<file path="config.mk">
export PLATFORM = sky130hd
export DESIGN_NAME = gfc_serial_insert
export DESIGN_NICKNAME = d
export VERILOG_FILES = /design/src/rtl/gfc_pkg.sv /design/src/rtl/gfc_sclk_gen.sv /design/src/rtl/gfc_shift_rx.sv /design/src/rtl/gfc_ctrl.sv /design/src/rtl/gfc_serial_insert.sv
export SDC_FILE = /design/constraint.sdc
export NUM_CORES = 1
export LEC_CHECK = 0
export ABC_CLOCK_PERIOD_IN_PS = 2200
export BUFFER_PORTS_ARGS = -buffer_cell sky130_fd_sc_hd__buf_2
export CORE_ASPECT_RATIO = 1.25
export CORE_UTILIZATION = 44
export DETAILED_ROUTE_END_ITERATION = 7
export PLACE_DENSITY = 0.86
export SYNTH_ARGS = -nofsm -noshare
export SYNTH_HDL_FRONTEND = slang
export SYNTH_HIERARCHICAL = 1
export SYNTH_SLANG_ARGS = --single-unit
</file>
<file path="constraint.sdc">
create_clock -name clk -period 2.2 [get_ports clk]
set_input_delay 0.33 -clock clk [delete_from_list [all_inputs] [get_ports clk]]
set_output_delay 0.33 -clock clk [all_outputs]
set_load 0.01 [all_outputs]
</file>
<file path="src/rtl/gfc_pkg.sv">
package gfc_pkg;
  localparam int HDR_W = 8;
  localparam int GFC_W = 4;

  typedef enum logic [1:0] {
    ST_PASS = 2'd0,
    ST_CAPT = 2'd1,
    ST_INS  = 2'd2
  } ins_state_t;

  // Upper nibble taken from the captured value, lower nibble kept.
  function automatic logic [HDR_W-1:0] merge_gfc(input logic [GFC_W-1:0] nib,
                                                  input logic [HDR_W-1:0] hdr);
    return {nib, hdr[HDR_W-GFC_W-1:0]};
  endfunction
endpackage

</file>
<file path="src/rtl/gfc_sclk_gen.sv">
module gfc_sclk_gen #(
  parameter int SCLK_HALF = 2,
  parameter int NBITS     = 4
) (
  input  logic clk,
  input  logic rst_n,
  input  logic start,
  output logic busy,
  output logic sclk,
  output logic msb,
  output logic sample_en,
  output logic done
);
  localparam int PER = 2 * SCLK_HALF;
  localparam int PW  = (PER > 1) ? $clog2(PER) : 1;
  localparam int BW  = (NBITS > 1) ? $clog2(NBITS) : 1;

  logic          run;
  logic [PW-1:0] phase;
  logic [BW-1:0] bidx;
  logic          last_phase;

  assign last_phase = (phase == PW'(PER - 1));

  always_ff @(posedge clk or negedge rst_n) begin
    if (!rst_n) begin
      run   <= 1'b0;
      phase <= '0;
      bidx  <= '0;
    end else if (start) begin
      run   <= 1'b1;
      phase <= '0;
      bidx  <= '0;
    end else if (run) begin
      if (last_phase) begin
        phase <= '0;
        if (bidx == BW'(NBITS - 1)) run <= 1'b0;
        else                        bidx <= bidx + 1'b1;
      end else begin
        phase <= phase + 1'b1;
      end
    end
  end

  assign busy      = run;
  assign sclk      = run && (phase >= PW'(SCLK_HALF));
  assign msb       = run && (bidx == '0);
  assign sample_en = run && (phase == PW'(SCLK_HALF - 1));
  assign done      = run && last_phase && (bidx == BW'(NBITS - 1));
endmodule

</file>
<file path="src/rtl/gfc_shift_rx.sv">
module gfc_shift_rx #(
  parameter int NBITS = 4
) (
  input  logic             clk,
  input  logic             rst_n,
  input  logic             clear,
  input  logic             shift_en,
  input  logic             sdi,
  output logic [NBITS-1:0] nib
);
  always_ff @(posedge clk or negedge rst_n) begin
    if (!rst_n)        nib <= '0;
    else if (clear)    nib <= '0;
    else if (shift_en) nib <= {nib[NBITS-2:0], sdi};
  end
endmodule

</file>
<file path="src/rtl/gfc_ctrl.sv">
module gfc_ctrl
  import gfc_pkg::*;
(
  input  logic       clk,
  input  logic       rst_n,
  input  logic       enable,
  input  logic       in_valid,
  input  logic       in_sop,
  input  logic       in_cell_ok,
  input  logic       cap_done,
  input  logic       out_ready,
  output logic       start,
  output logic       in_ready,
  output logic       out_valid,
  output ins_state_t st
);
  ins_state_t st_nx;
  logic       trigger;

  assign trigger = (st == ST_PASS) && in_valid && in_sop && in_cell_ok && enable;
  assign start   = trigger;

  always_comb begin
    st_nx     = st;
    in_ready  = 1'b0;
    out_valid = 1'b0;
    unique case (st)
      ST_PASS: begin
        in_ready  = out_ready && !trigger;
        out_valid = in_valid && !trigger;
        if (trigger) st_nx = ST_CAPT;
      end
      ST_CAPT: begin
        if (cap_done) st_nx = ST_INS;
      end
      ST_INS: begin
        in_ready  = out_ready;
        out_valid = in_valid;
        if (in_valid && out_ready) st_nx = ST_PASS;
      end
      default: st_nx = ST_PASS;
    endcase
  end

  always_ff @(posedge clk or negedge rst_n) begin
    if (!rst_n) st <= ST_PASS;
    else        st <= st_nx;
  end
endmodule

</file>
<file path="src/rtl/gfc_serial_insert.sv">
module gfc_serial_insert
  import gfc_pkg::*;
#(
  parameter int SCLK_HALF = 2
) (
  input  logic             clk,
  input  logic             rst_n,
  input  logic             enable,
  input  logic             in_valid,
  input  logic [HDR_W-1:0] in_data,
  input  logic             in_sop,
  input  logic             in_cell_ok,
  output logic             in_ready,
  output logic             out_valid,
  output logic [HDR_W-1:0] out_data,
  output logic             out_sop,
  output logic             out_cell_ok,
  input  logic             out_ready,
  output logic             gfc_sclk,
  output logic             gfc_msb,
  input  logic             gfc_sdi
);
  // Internal events, named for the checker
  logic             cap_start;
  logic             cap_sample;
  logic             cap_done;
  logic             busy_capt;
  logic             ins_phase;
  logic [GFC_W-1:0] cap_nib;
  ins_state_t       st;

  gfc_ctrl u_ctrl (
    .clk        (clk),
    .rst_n      (rst_n),
    .enable     (enable),
    .in_valid   (in_valid),
    .in_sop     (in_sop),
    .in_cell_ok (in_cell_ok),
    .cap_done   (cap_done),
    .out_ready  (out_ready),
    .start      (cap_start),
    .in_ready   (in_ready),
    .out_valid  (out_valid),
    .st         (st)
  );

  gfc_sclk_gen #(.SCLK_HALF(SCLK_HALF), .NBITS(GFC_W)) u_sclk (
    .clk       (clk),
    .rst_n     (rst_n),
    .start     (cap_start),
    .busy      (busy_capt),
    .sclk      (gfc_sclk),
    .msb       (gfc_msb),
    .sample_en (cap_sample),
    .done      (cap_done)
  );

  gfc_shift_rx #(.NBITS(GFC_W)) u_rx (
    .clk      (clk),
    .rst_n    (rst_n),
    .clear    (cap_start),
    .shift_en (cap_sample),
    .sdi      (gfc_sdi),
    .nib      (cap_nib)
  );

  assign ins_phase   = (st == ST_INS);
  assign out_data    = ins_phase ? merge_gfc(cap_nib, in_data) : in_data;
  assign out_sop     = in_sop;
  assign out_cell_ok = in_cell_ok;
endmodule

</file>
==> flow_metrics.tcl <==
set metrics [dict create \
    setup_viol 0 \
    dpl_worst_slack_ps 565.7 \
    worstHoldPathType "in -> reg" \
    synthFlopType "dfrtp_1" \
    drtIter0Drc 3 \
    netSwitchingPower_mw 0.3505 \
    root_buffer "clkbuf_4" \
    period_share_pct 78.57 \
    worst_slack_ps 471.6 \
    insertion_delay_ps 260 \
    async_flop_share_pct 100.0 \
    grt_use_total_pct 14.55 \
    drtPass1Iterations 2 \
    die_area_um2 1882 \
    cap_viol_max_count 0 \
    worst-path-max-fanout 5 \
    worst_pin_slew_ps 390.9 \
    start_kind "register" \
    antenna_found_initial 0 \
    vias 533 \
    rsz0062_at_grt "false" \
    ant_nets 0 \
    clock-sinks 11 \
    initial_utilization_pct 47.63 \
    grt_pass1_vias 473 \
    globalplace.congestion 0.7616 \
    p_int_mw 0.5882 \
    crit_path_top_delay_cell "dfrtp_1" \
    num_rows 16 \
    avgViaCountPerCell 5.028 \
    cp.required_ps 1870 \
    wire_per_inst_um 11.66 \
    ys_warn_count 6 \
    layout-area-overhead-vs-synth_pct 14.12 \
    grt_pass1_wl_um 1869 \
    ys_types 24 \
    clock.fmax_mhz 578.6 \
    io-pin-count 30 \
    syn-mean-instance-area_um2 10.76 \
    critical_path_class "reg -> out" \
    drv_slew 0 \
    crit_cells 3 \
    ys_seq_elements 11 \
    tns_ps 0 \
    antennaDiodeCount 0 \
    nets 110 \
    post-route-util_pct 54.35 \
    gr-total-overflow 0 \
    crit_buf_inv 1 \
    htree_levels 1 \
    grt_max_degree 12 \
    status "completed" \
    synth_cells 70 \
    combPwrFrac_pct 42.8 \
    cp-end-kind "primary output" \
    core-area_um2 1582 \
    syn-num-nets 91 \
    die_h_um 48.26 \
    fillCellCount 134 \
    hpwlAfterDp_um 941.9 \
    netlist_area_um2 753.2 \
    min_period_ps 1728 \
    holdPathStages 3 \
    leakagePower_nw 0.4395 \
    finalHoldViolations 0 \
    crit_family "flip-flops" \
    crit_chain "nor2b_4 > mux2_4 > buf_2" \
    p_clk_share_pct 14.5 \
    drive_above_1_share_pct 38.64 \
    switching_share_pct 37.34 \
    pwr-share-seq_pct 42.7 \
    synth_edf_count 0 \
    yosysSeqAreaShare_pct 36.54 \
    power_density_nw_per_um2 1092 \
    cts.path.max_buffers 2 \
    worst_r2r_path_depth 4 \
    path_clk_slew_ps 70 \
    critPathArrivalTime_ps 1400 \
    dieWidth_um 39.01 \
    cts_tree "yes" \
    wirelength_um 1236 \
    ir_drop_v 0.0004581 \
    skew_ps 3.973 \
    drc 0 \
    slew_headroom_pct 73.94 \
    r2r_setup_slack_ps 570 \
    postCtsSetupBuffers 0 \
    io_buffers 21 \
    critPathMaxStageDelay_ps 460 \
    cts_made_buffers 3 \
]
-- what timing repair did --
| action | CTS | global route |
|---|---|---|
| gates resized for setup | 0 | 0 |
| hold buffers | 1 | 0 |
| hold endpoints to repair | 11 | 0 |
-- per-layer routing --
metal | up-vias | share of wire [%] | track usage (%)
met5 | - | 0 | 0
met4 | 0 | 0.65 | 6.207
met3 | 2 | 5.8 | 2.740
met2 | 23 | 51 | 27.33
met1 | 243 | 43 | 15.76
li1 | 265 | - | -
-- state kept, by name, summed over array words and instances (netlist names) --
signal / cells
u_ctrl/st: 2
u_rx/nib: 4
u_sclk/busy: 1
u_sclk/phase: 2
u_sclk/bidx: 2
-- cell type report --
class                   instances  area, um2  share of cell area [%]
inverters                       6      22.52                   2.620
clock buffers                   4      26.28                   3.057
flip-flops and latches         11      275.3                   32.02
well taps                      18      22.52                   2.620
repair buffers                 22      115.1                   13.39
multi-input cells              45      397.9                   46.29
-- tightest hold or removal path: cells and delay by family --
family | cells | cell delay (ps)
muxes | 1 | 50
buffers and inverters | 1 | 70
and+or+nand+nor | 1 | 80
-- synthesized netlist by cell type (2+ instances only) --
cell type	number	area, um2
buf_4	7	52.55
nor2_1	6	22.52
dfrtp_1	11	275.3
and2_1	3	18.77
a22o_1	2	17.52
nor2b_1	4	25.02
nand2b_1	3	18.77
mux2_4	5	75.07
ha_1	5	62.56
inv_1	6	22.52
mux2i_1	5	50.05
-- stage by stage --
stage / hold WS [ps] / instance area [um2] / cells / power (mW)
after detailed placement: 212.7 / 823.3 / 101 / 0.8077
after global placement: 208.9 / 823.3 / 101 / 0.7875
after global routing: 350.5 / 859.6 / 106 / 1.027
final: 320.0 / 859.6 / 106 / 0.9386
after CTS: 326.2 / 859.6 / 106 / 0.9463
after floorplan: 34.41 / 753.2 / 70 / 0.7157
-- logic make-up after synthesis --
kind of cell / Yosys count / share of synthesized area (%)
AO/OA/AOI/OAI: 8 / 8.805
adder cells (fa/ha/maj): 5 / 8.306
buffers and inverters: 14 / 10.63
flip-flops: 11 / 36.54
multiplexers: 10 / 16.61
AND/OR/NAND/NOR: 22 / 19.10
-- worst paths after layout --
kind / from / end
worst min-delay path: gfc_sdi / u_rx/nib[0]$_DFFE_PN0P_
worst min register to register: u_rx/nib[3]$_DFFE_PN0P_ / u_rx/nib[3]$_DFFE_PN0P_
min in group asynchronous: rst_n / u_sclk/phase[1]$_DFFE_PN0P_
worst max register to register: u_ctrl/st[1]$_DFFE_PN0P_ / u_sclk/bidx[0]$_DFFE_PN0P_
worst max-delay path: u_ctrl/st[0]$_DFFE_PN0P_ / out_data[7]
max in group asynchronous: rst_n / u_ctrl/st[1]$_DFFE_PN0P_
-- cells in the final DEF (no fill, tap or decap) --
master / n
nand2b_1: 3
buf_2: 21
a21oi_2: 1
a211oi_2: 1
a211oi_1: 1
clkbuf_1: 1
inv_1: 6
dlygate4sd3_1: 1
or3b_1: 1
and3b_4: 1
mux2i_1: 5
mux2_4: 5
nand2_1: 1
and4b_4: 1
nor2b_1: 4
and2_1: 3
a21o_1: 1
and3_1: 1
o21a_1: 1
clkbuf_4: 3
a21oi_1: 1
ha_1: 5
a22o_1: 2
dfrtp_1: 11
nor2_1: 6
nor2b_4: 1
-- power groups by stage --
stage / clock network [mW] / registers (mW) / logic, mW
global route: 0.152 / 0.416 / 0.459
finish: 0.136 / 0.401 / 0.402
floorplan: 0 / 0.364 / 0.352
CTS: 0.138 / 0.400 / 0.408
detailed placement: 0 / 0.404 / 0.404
global placement: 0 / 0.396 / 0.391
Power figures use the tool's default switching activity.
